<file path="config.mk">
export PLATFORM = sky130hd
export DESIGN_NAME = mcu_port_mux
export DESIGN_NICKNAME = d
export VERILOG_FILES = /design/src/rtl/mcu_port_pkg.sv /design/src/rtl/mcu_port_ctrl.sv /design/src/rtl/mcu_port_dp.sv /design/src/rtl/mcu_port_mux.sv
export SDC_FILE = /design/constraint.sdc
export NUM_CORES = 1
export LEC_CHECK = 0
export CAP_MARGIN = 20
export CORE_ASPECT_RATIO = 1.5
export CORE_UTILIZATION = 43
export DETAILED_ROUTE_END_ITERATION = 10
export PLACE_DENSITY = 0.8
export SETUP_SLACK_MARGIN = 0.2
export SKIP_LAST_GASP = 1
export SLEW_MARGIN = 0
export SYNTH_ARGS = -nofsm -noshare
export SYNTH_HDL_FRONTEND = slang
export SYNTH_HIERARCHICAL = 1
export SYNTH_SLANG_ARGS = --single-unit
</file>
<file path="constraint.sdc">
create_clock -name clk -period 1.94 [get_ports clk]
set_input_delay 0.291 -clock clk [delete_from_list [all_inputs] [get_ports clk]]
set_output_delay 0.291 -clock clk [all_outputs]
set_load 0.1 [all_outputs]
</file>
<file path="src/rtl/mcu_port_pkg.sv">
package mcu_port_pkg;
  localparam int PORT_W   = 8;
  localparam int OD_LOW   = 4;
  localparam int MODE_DP  = 0;
  localparam int MODE_ADR = 1;
  localparam int MODE_PER = 7;

  localparam logic [1:0] REG_MODE  = 2'd0;
  localparam logic [1:0] REG_DRIVE = 2'd1;
  localparam logic [1:0] REG_OUT   = 2'd2;
  localparam logic [1:0] REG_DIR   = 2'd3;

  typedef enum logic [1:0] {
    ROLE_GPIO = 2'd0,
    ROLE_ADDR = 2'd1,
    ROLE_DATA = 2'd2,
    ROLE_PERI = 2'd3
  } portRole_t;

  typedef struct packed {
    logic pinFromBus;
    logic busFromPin;
    logic pinsFromGpio;
    logic captureAddr;
  } portStrobes_t;
endpackage

</file>
<file path="src/rtl/mcu_port_ctrl.sv">
module mcu_port_ctrl
  import mcu_port_pkg::*;
#(
  parameter int WIDTH = PORT_W
) (
  input  logic               clk,
  input  logic               rstN,
  input  logic [WIDTH-1:0]   modeReg,
  input  logic               ale,
  input  logic               selA,
  input  logic               selB,
  input  logic               rdN,
  input  logic               wrN,
  output portStrobes_t       strobes
);
  portRole_t role;
  logic      selAny;
  logic      rdOnly;
  logic      wrOnly;

  assign selAny = selA | selB;
  assign rdOnly = !rdN && wrN;
  assign wrOnly = !wrN && rdN;

  // Role priority: data port, then peripheral, then address capture.
  always_comb begin
    if (modeReg[MODE_DP])       role = ROLE_DATA;
    else if (modeReg[MODE_PER]) role = ROLE_PERI;
    else if (modeReg[MODE_ADR]) role = ROLE_ADDR;
    else                        role = ROLE_GPIO;
  end

  always_comb begin
    strobes = '0;
    unique case (role)
      ROLE_DATA: begin
        strobes.pinFromBus = wrOnly;
        strobes.busFromPin = rdOnly;
      end
      ROLE_PERI: begin
        strobes.pinFromBus = wrOnly && selAny;
        strobes.busFromPin = rdOnly && selAny;
      end
      ROLE_ADDR: strobes.captureAddr  = ale;
      default:   strobes.pinsFromGpio = 1'b1;
    endcase
  end

  AST_ONE_SOURCE: assert property (@(posedge clk) disable iff (!rstN)
    $onehot0({strobes.pinFromBus, strobes.busFromPin, strobes.pinsFromGpio}));
  AST_STROBE_CLASH: assert property (@(posedge clk) disable iff (!rstN)
    (!rdN && !wrN) |-> (!strobes.pinFromBus && !strobes.busFromPin));
  AST_NO_SELECT_QUIET: assert property (@(posedge clk) disable iff (!rstN)
    (modeReg[MODE_PER] && !modeReg[MODE_DP] && !selA && !selB)
      |-> (!strobes.pinFromBus && !strobes.busFromPin));
  AST_DATA_WINS: assert property (@(posedge clk) disable iff (!rstN)
    (modeReg[MODE_DP] && !wrN && rdN) |-> strobes.pinFromBus);
  AST_GPIO_OFF_IN_BUS: assert property (@(posedge clk) disable iff (!rstN)
    (modeReg[MODE_DP] || modeReg[MODE_PER]) |-> !strobes.pinsFromGpio);
endmodule

</file>
<file path="src/rtl/mcu_port_dp.sv">
module mcu_port_dp
  import mcu_port_pkg::*;
#(
  parameter int WIDTH = PORT_W,
  parameter int ODLO  = OD_LOW
) (
  input  logic               clk,
  input  logic               rstN,
  input  logic               cfgWrEn,
  input  logic [1:0]         cfgAddr,
  input  logic [WIDTH-1:0]   cfgData,
  input  portStrobes_t       strobes,
  input  logic [WIDTH-1:0]   busIn,
  input  logic [WIDTH-1:0]   pinIn,
  output logic [WIDTH-1:0]   modeReg,
  output logic [WIDTH-1:0]   pinOe,
  output logic [WIDTH-1:0]   pinOut,
  output logic [WIDTH-1:0]   busOut,
  output logic               busOe,
  output logic [WIDTH-1:0]   addrLatch
);
  logic [WIDTH-1:0] driveReg;
  logic [WIDTH-1:0] outReg;
  logic [WIDTH-1:0] dirReg;
  logic [WIDTH-1:0] rawOe;
  logic [WIDTH-1:0] rawVal;

  always_ff @(posedge clk or negedge rstN) begin
    if (!rstN) begin
      modeReg  <= '0;
      driveReg <= '0;
      outReg   <= '0;
      dirReg   <= '0;
    end else if (cfgWrEn) begin
      unique case (cfgAddr)
        REG_MODE:  modeReg  <= cfgData;
        REG_DRIVE: driveReg <= cfgData;
        REG_OUT:   outReg   <= cfgData;
        default:   dirReg   <= cfgData;
      endcase
    end
  end

  always_ff @(posedge clk or negedge rstN) begin
    if (!rstN)                    addrLatch <= '0;
    else if (strobes.captureAddr) addrLatch <= pinIn;
  end

  always_comb begin
    if (strobes.pinFromBus) begin
      rawOe  = '1;
      rawVal = busIn;
    end else if (strobes.pinsFromGpio) begin
      rawOe  = dirReg;
      rawVal = outReg;
    end else begin
      rawOe  = '0;
      rawVal = outReg;
    end
  end

  for (genvar i = 0; i < WIDTH; i++) begin : g_pin
    if (i >= ODLO) begin : g_od
      logic odOn;
      assign odOn     = driveReg[i];
      assign pinOe[i] = rawOe[i] && !(odOn && rawVal[i]);
      assign pinOut[i] = rawVal[i] && !odOn;

      AST_OD_NEVER_HIGH: assert property (@(posedge clk) disable iff (!rstN)
        driveReg[i] |-> !(pinOe[i] && pinOut[i]));
    end else begin : g_cmos
      assign pinOe[i]  = rawOe[i];
      assign pinOut[i] = rawVal[i];

      AST_LOW_PUSH_PULL: assert property (@(posedge clk) disable iff (!rstN)
        (strobes.pinFromBus) |-> (pinOe[i] && pinOut[i] == busIn[i]));
    end
  end

  assign busOe  = strobes.busFromPin;
  assign busOut = strobes.busFromPin ? pinIn : '0;

  AST_LATCH_HOLD: assert property (@(posedge clk) disable iff (!rstN)
    !strobes.captureAddr |=> $stable(addrLatch));
  AST_LATCH_TAKE: assert property (@(posedge clk) disable iff (!rstN)
    strobes.captureAddr |=> addrLatch == $past(pinIn));
  AST_BUS_IDLE_ZERO: assert property (@(posedge clk) disable iff (!rstN)
    !busOe |-> busOut == '0);
endmodule

</file>
<file path="src/rtl/mcu_port_mux.sv">
module mcu_port_mux
  import mcu_port_pkg::*;
#(
  parameter int WIDTH = PORT_W,
  parameter int ODLO  = OD_LOW
) (
  input  logic             clk,
  input  logic             rstN,
  input  logic             cfgWrEn,
  input  logic [1:0]       cfgAddr,
  input  logic [WIDTH-1:0] cfgData,
  input  logic             ale,
  input  logic             selA,
  input  logic             selB,
  input  logic             rdN,
  input  logic             wrN,
  input  logic [WIDTH-1:0] busIn,
  input  logic [WIDTH-1:0] pinIn,
  output logic [WIDTH-1:0] pinOe,
  output logic [WIDTH-1:0] pinOut,
  output logic [WIDTH-1:0] busOut,
  output logic             busOe,
  output logic [WIDTH-1:0] addrLatch
);
  portStrobes_t     strobes;
  logic [WIDTH-1:0] modeReg;

  mcu_port_ctrl #(.WIDTH(WIDTH)) u_ctrl (
    .clk(clk), .rstN(rstN), .modeReg(modeReg), .ale(ale),
    .selA(selA), .selB(selB), .rdN(rdN), .wrN(wrN), .strobes(strobes)
  );

  mcu_port_dp #(.WIDTH(WIDTH), .ODLO(ODLO)) u_dp (
    .clk(clk), .rstN(rstN), .cfgWrEn(cfgWrEn), .cfgAddr(cfgAddr),
    .cfgData(cfgData), .strobes(strobes), .busIn(busIn), .pinIn(pinIn),
    .modeReg(modeReg), .pinOe(pinOe), .pinOut(pinOut), .busOut(busOut),
    .busOe(busOe), .addrLatch(addrLatch)
  );

  AST_RESET_QUIET: assert property (@(posedge clk) disable iff (!rstN)
    $rose(rstN) |-> (pinOe == '0 && !busOe));
endmodule

</file>
==> flow_summary.json, run 1 <==
{
  "max_freq_ghz": 0.450,
  "postCtsHoldBufs": 0,
  "cpMaxStageDelayCell": "dfrtp_2",
  "crit_required_ps": 1650,
  "post-route-period-util_pct": 114,
  "htree_levels": 2,
  "drt_iter0_markers": 36,
  "netlist_instances": 117,
  "drv_cap": 0,
  "antenna_found_initial": 0,
  "arrival_ps": 1930,
  "setup_viol": 25,
  "pre_cts_ws_ps": -403,
  "wl_um": 5240,
  "via_per_inst": 5.48,
  "worst_pin_slew_ps": 411,
  "cts-root-buf": "clkbuf_8",
  "path_clk_slew_ps": 60,
  "met1_usage_pct": 26.5,
  "slew_viol_final": 0,
  "crit_type": "flip-flop to primary output",
  "grt_first_pass_wirelength_um": 7160,
  "grt_usage_pct": 26.6,
  "rows": 25,
  "drtAntennaViolNets": 0,
  "vias": 1332,
  "fp.coreArea_sq_um": 3220,
  "cp_common_cell": "nor2_4",
  "r2r-end": "u_dp/addrLatch[7]",
  "syn_nets": 151,
  "status": "complete, but fails checks",
  "final_nets": 236,
  "fill_cells": 119,
  "antennaDiodeCount": 0,
  "die_x_um": 50.2,
  "numPortBuffers": 66,
  "crit_path_max_incr_delay_ps": 420,
  "crit_path_start_kind": "flip-flop",
  "drive_above_1_share_pct": 63.1,
  "period_minus_slack_ps": 2220,
  "grt.busiest_layer": "met2",
  "fp.dieH_um": 74.3,
  "met2_usage_pct": 52.7,
  "cts_made_buffers": 5,
  "ios": 67,
  "clk_path_buf_depth": 2,
  "drtPass1Iterations": 4,
  "area_growth_pct": 95.5,
  "reg2reg_depth": 5,
  "grt_pass1_vias": 1463,
  "cts_sinks": 31,
  "violations": "negative setup slack",
  "fin_area_sq_um": 2930,
  "hp-class": "input port to async pin",
  "final-hold-violation-count": 0,
  "cts_tree": "built",
  "dieArea_sq_um": 3730,
  "internal-power_mw": 1.92,
  "seqPwrFrac_pct": 25.5,
  "slew_headroom_pct": 72.6,
  "r2r_slack_ps": 190,
  "power_switching_mw": 1.92,
  "grt_max_degree": 32,
  "dpl-instance-area_sq_um": 2650,
  "post_synth_instance_area_sq_um": 1500,
  "drc": 0,
  "gp_congestion": 0.720,
  "clock_power_share_pct": 14.4,
  "critical_path.max_fanout": 8,
  "gr-total-overflow": 0,
  "power_leakage_nw": 1.25,
  "start_util_pct": 46.5,
  "power_density_nw_per_um2": 1310,
  "sw_frac_of_total_pct": 50.0,
  "setup_slack_ps": -280,
  "insertion_delay_ps": 280,
  "irDropWorstVdd_mv": 1.73,
  "grt_util_met3_pct": 5.52,
  "crit_path_end_kind": "primary output",
  "p_comb_share_pct": 60.1,
  "yosys_warnings": 6,
  "wl_per_cell_um": 21.6,
  "place.detailed.hpwl_um": 3190,
  "postSynthAreaPerCell_sq_um": 12.8,
  "worstPathCellList": "nor2_4, nor4b_4, buf_6, mux2i_4, nor2_4, buf_12",
  "fin_worst_skew_ps": 3.39,
  "rsz0062_at_grt": "true",
  "r2r-start": "u_dp/modeReg[7]"
}
[metrics by stage]
stage / TNS (ps) / total power [mW] / std cells / hold slack [ps] / utilization (%)
floorplan: 0 / 2.46 / 117 / -4.59 / -
global route: -6330 / 3.95 / 243 / 459 / 91.0
CTS: -3520 / 3.76 / 240 / 411 / 88.5
finish: -4720 / 3.84 / 243 / 429 / 91.0
detailed placement: -5130 / 3.15 / 229 / 494 / 82.2
global placement: -4010 / 3.10 / 229 / 486 / 82.2
[final cells by class]
cell class / instances / area (sq um) / share of cell area (%)
repair buffers: 82 / 1030 / 35.0
inverters: 1 / 8.76 / 0.299
flip-flops and latches: 31 / 777 / 26.5
clock buffers: 8 / 100 / 3.42
multi-input cells: 81 / 968 / 33.0
well taps: 40 / 50.0 / 1.71
[worst max path at each step]
stage | startpoint | to | slack, ps
after floorplan | u_dp/modeReg[0] | pinOut[4] | 40
after global placement | selA | pinOe[7] | -290
after detailed placement | selB | pinOe[7] | -400
after CTS | u_dp/modeReg[0] | pinOut[7] | -170
after global routing | u_dp/modeReg[7] | pinOut[4] | -340
final | u_dp/modeReg[0] | pinOut[4] | -280
[routing by layer]
layer / share of wire, % / vias to the layer above
met1: 35 / 664
met3: 5.0 / 16
met2: 57 / 65
met4: 3.1 / 0
li1: - / 587
met5: 0 / -
[flip-flops by register name (all words and copies together), names as in the netlist]
signal and flops:
u_dp/addrLatch 8, u_dp/dirReg 8, u_dp/outReg 8, u_dp/driveReg 4, u_dp/modeReg 3
[worst max-delay path, delay by kind of cell, from the launching register on]
family	cells	cell delay (ps)
simple gates	3	490
buf+inv	2	420
flops	1	420
mux	1	300
[power by group through the flow]
stage	Combinational (mW)	Sequential (mW)	Clock, mW
floorplan	0.905	1.55	0
global placement	2.16	0.943	0
detailed placement	2.18	0.963	0
CTS	2.24	0.961	0.565
global route	2.36	0.997	0.594
finish	2.30	0.980	0.553
[cell usage in the layout (no fill, tap or decap), types with 2 or more instances in the layout]
cell / count
mux2_4: 4
nor2_4: 5
nand2_4: 4
mux2_2: 31
clkdlybuf4s50_1: 30
nand2_1: 8
clkbuf_8: 7
a21boi_2: 2
a41o_4: 4
dlygate4sd2_1: 3
and2_4: 8
buf_6: 3
dfrtp_1: 30
a21boi_4: 2
buf_4: 20
buf_12: 25
nor4b_4: 2
mux2i_4: 4
[what timing repair did]
action                     CTS  global route
buffers inserted             3             2
resized for setup           20            16
pin swaps                    2             5
setup endpoints to repair   25            33
gates cloned                 0             1
Note: power is estimated with default switching activity, not from simulation.
==> inputs of run 2 (changes only) <==
--- a/config.mk
+++ b/config.mk
@@ -5,6 +5,7 @@
 export SDC_FILE = /design/constraint.sdc
 export NUM_CORES = 1
 export LEC_CHECK = 0
+export ABC_CLOCK_PERIOD_IN_PS = 1940
 export CAP_MARGIN = 20
 export CORE_ASPECT_RATIO = 1.5
 export CORE_UTILIZATION = 43
==> results of run 2 <==
Same layout as run 1: the final DEF is identical, and so are final timing and power.
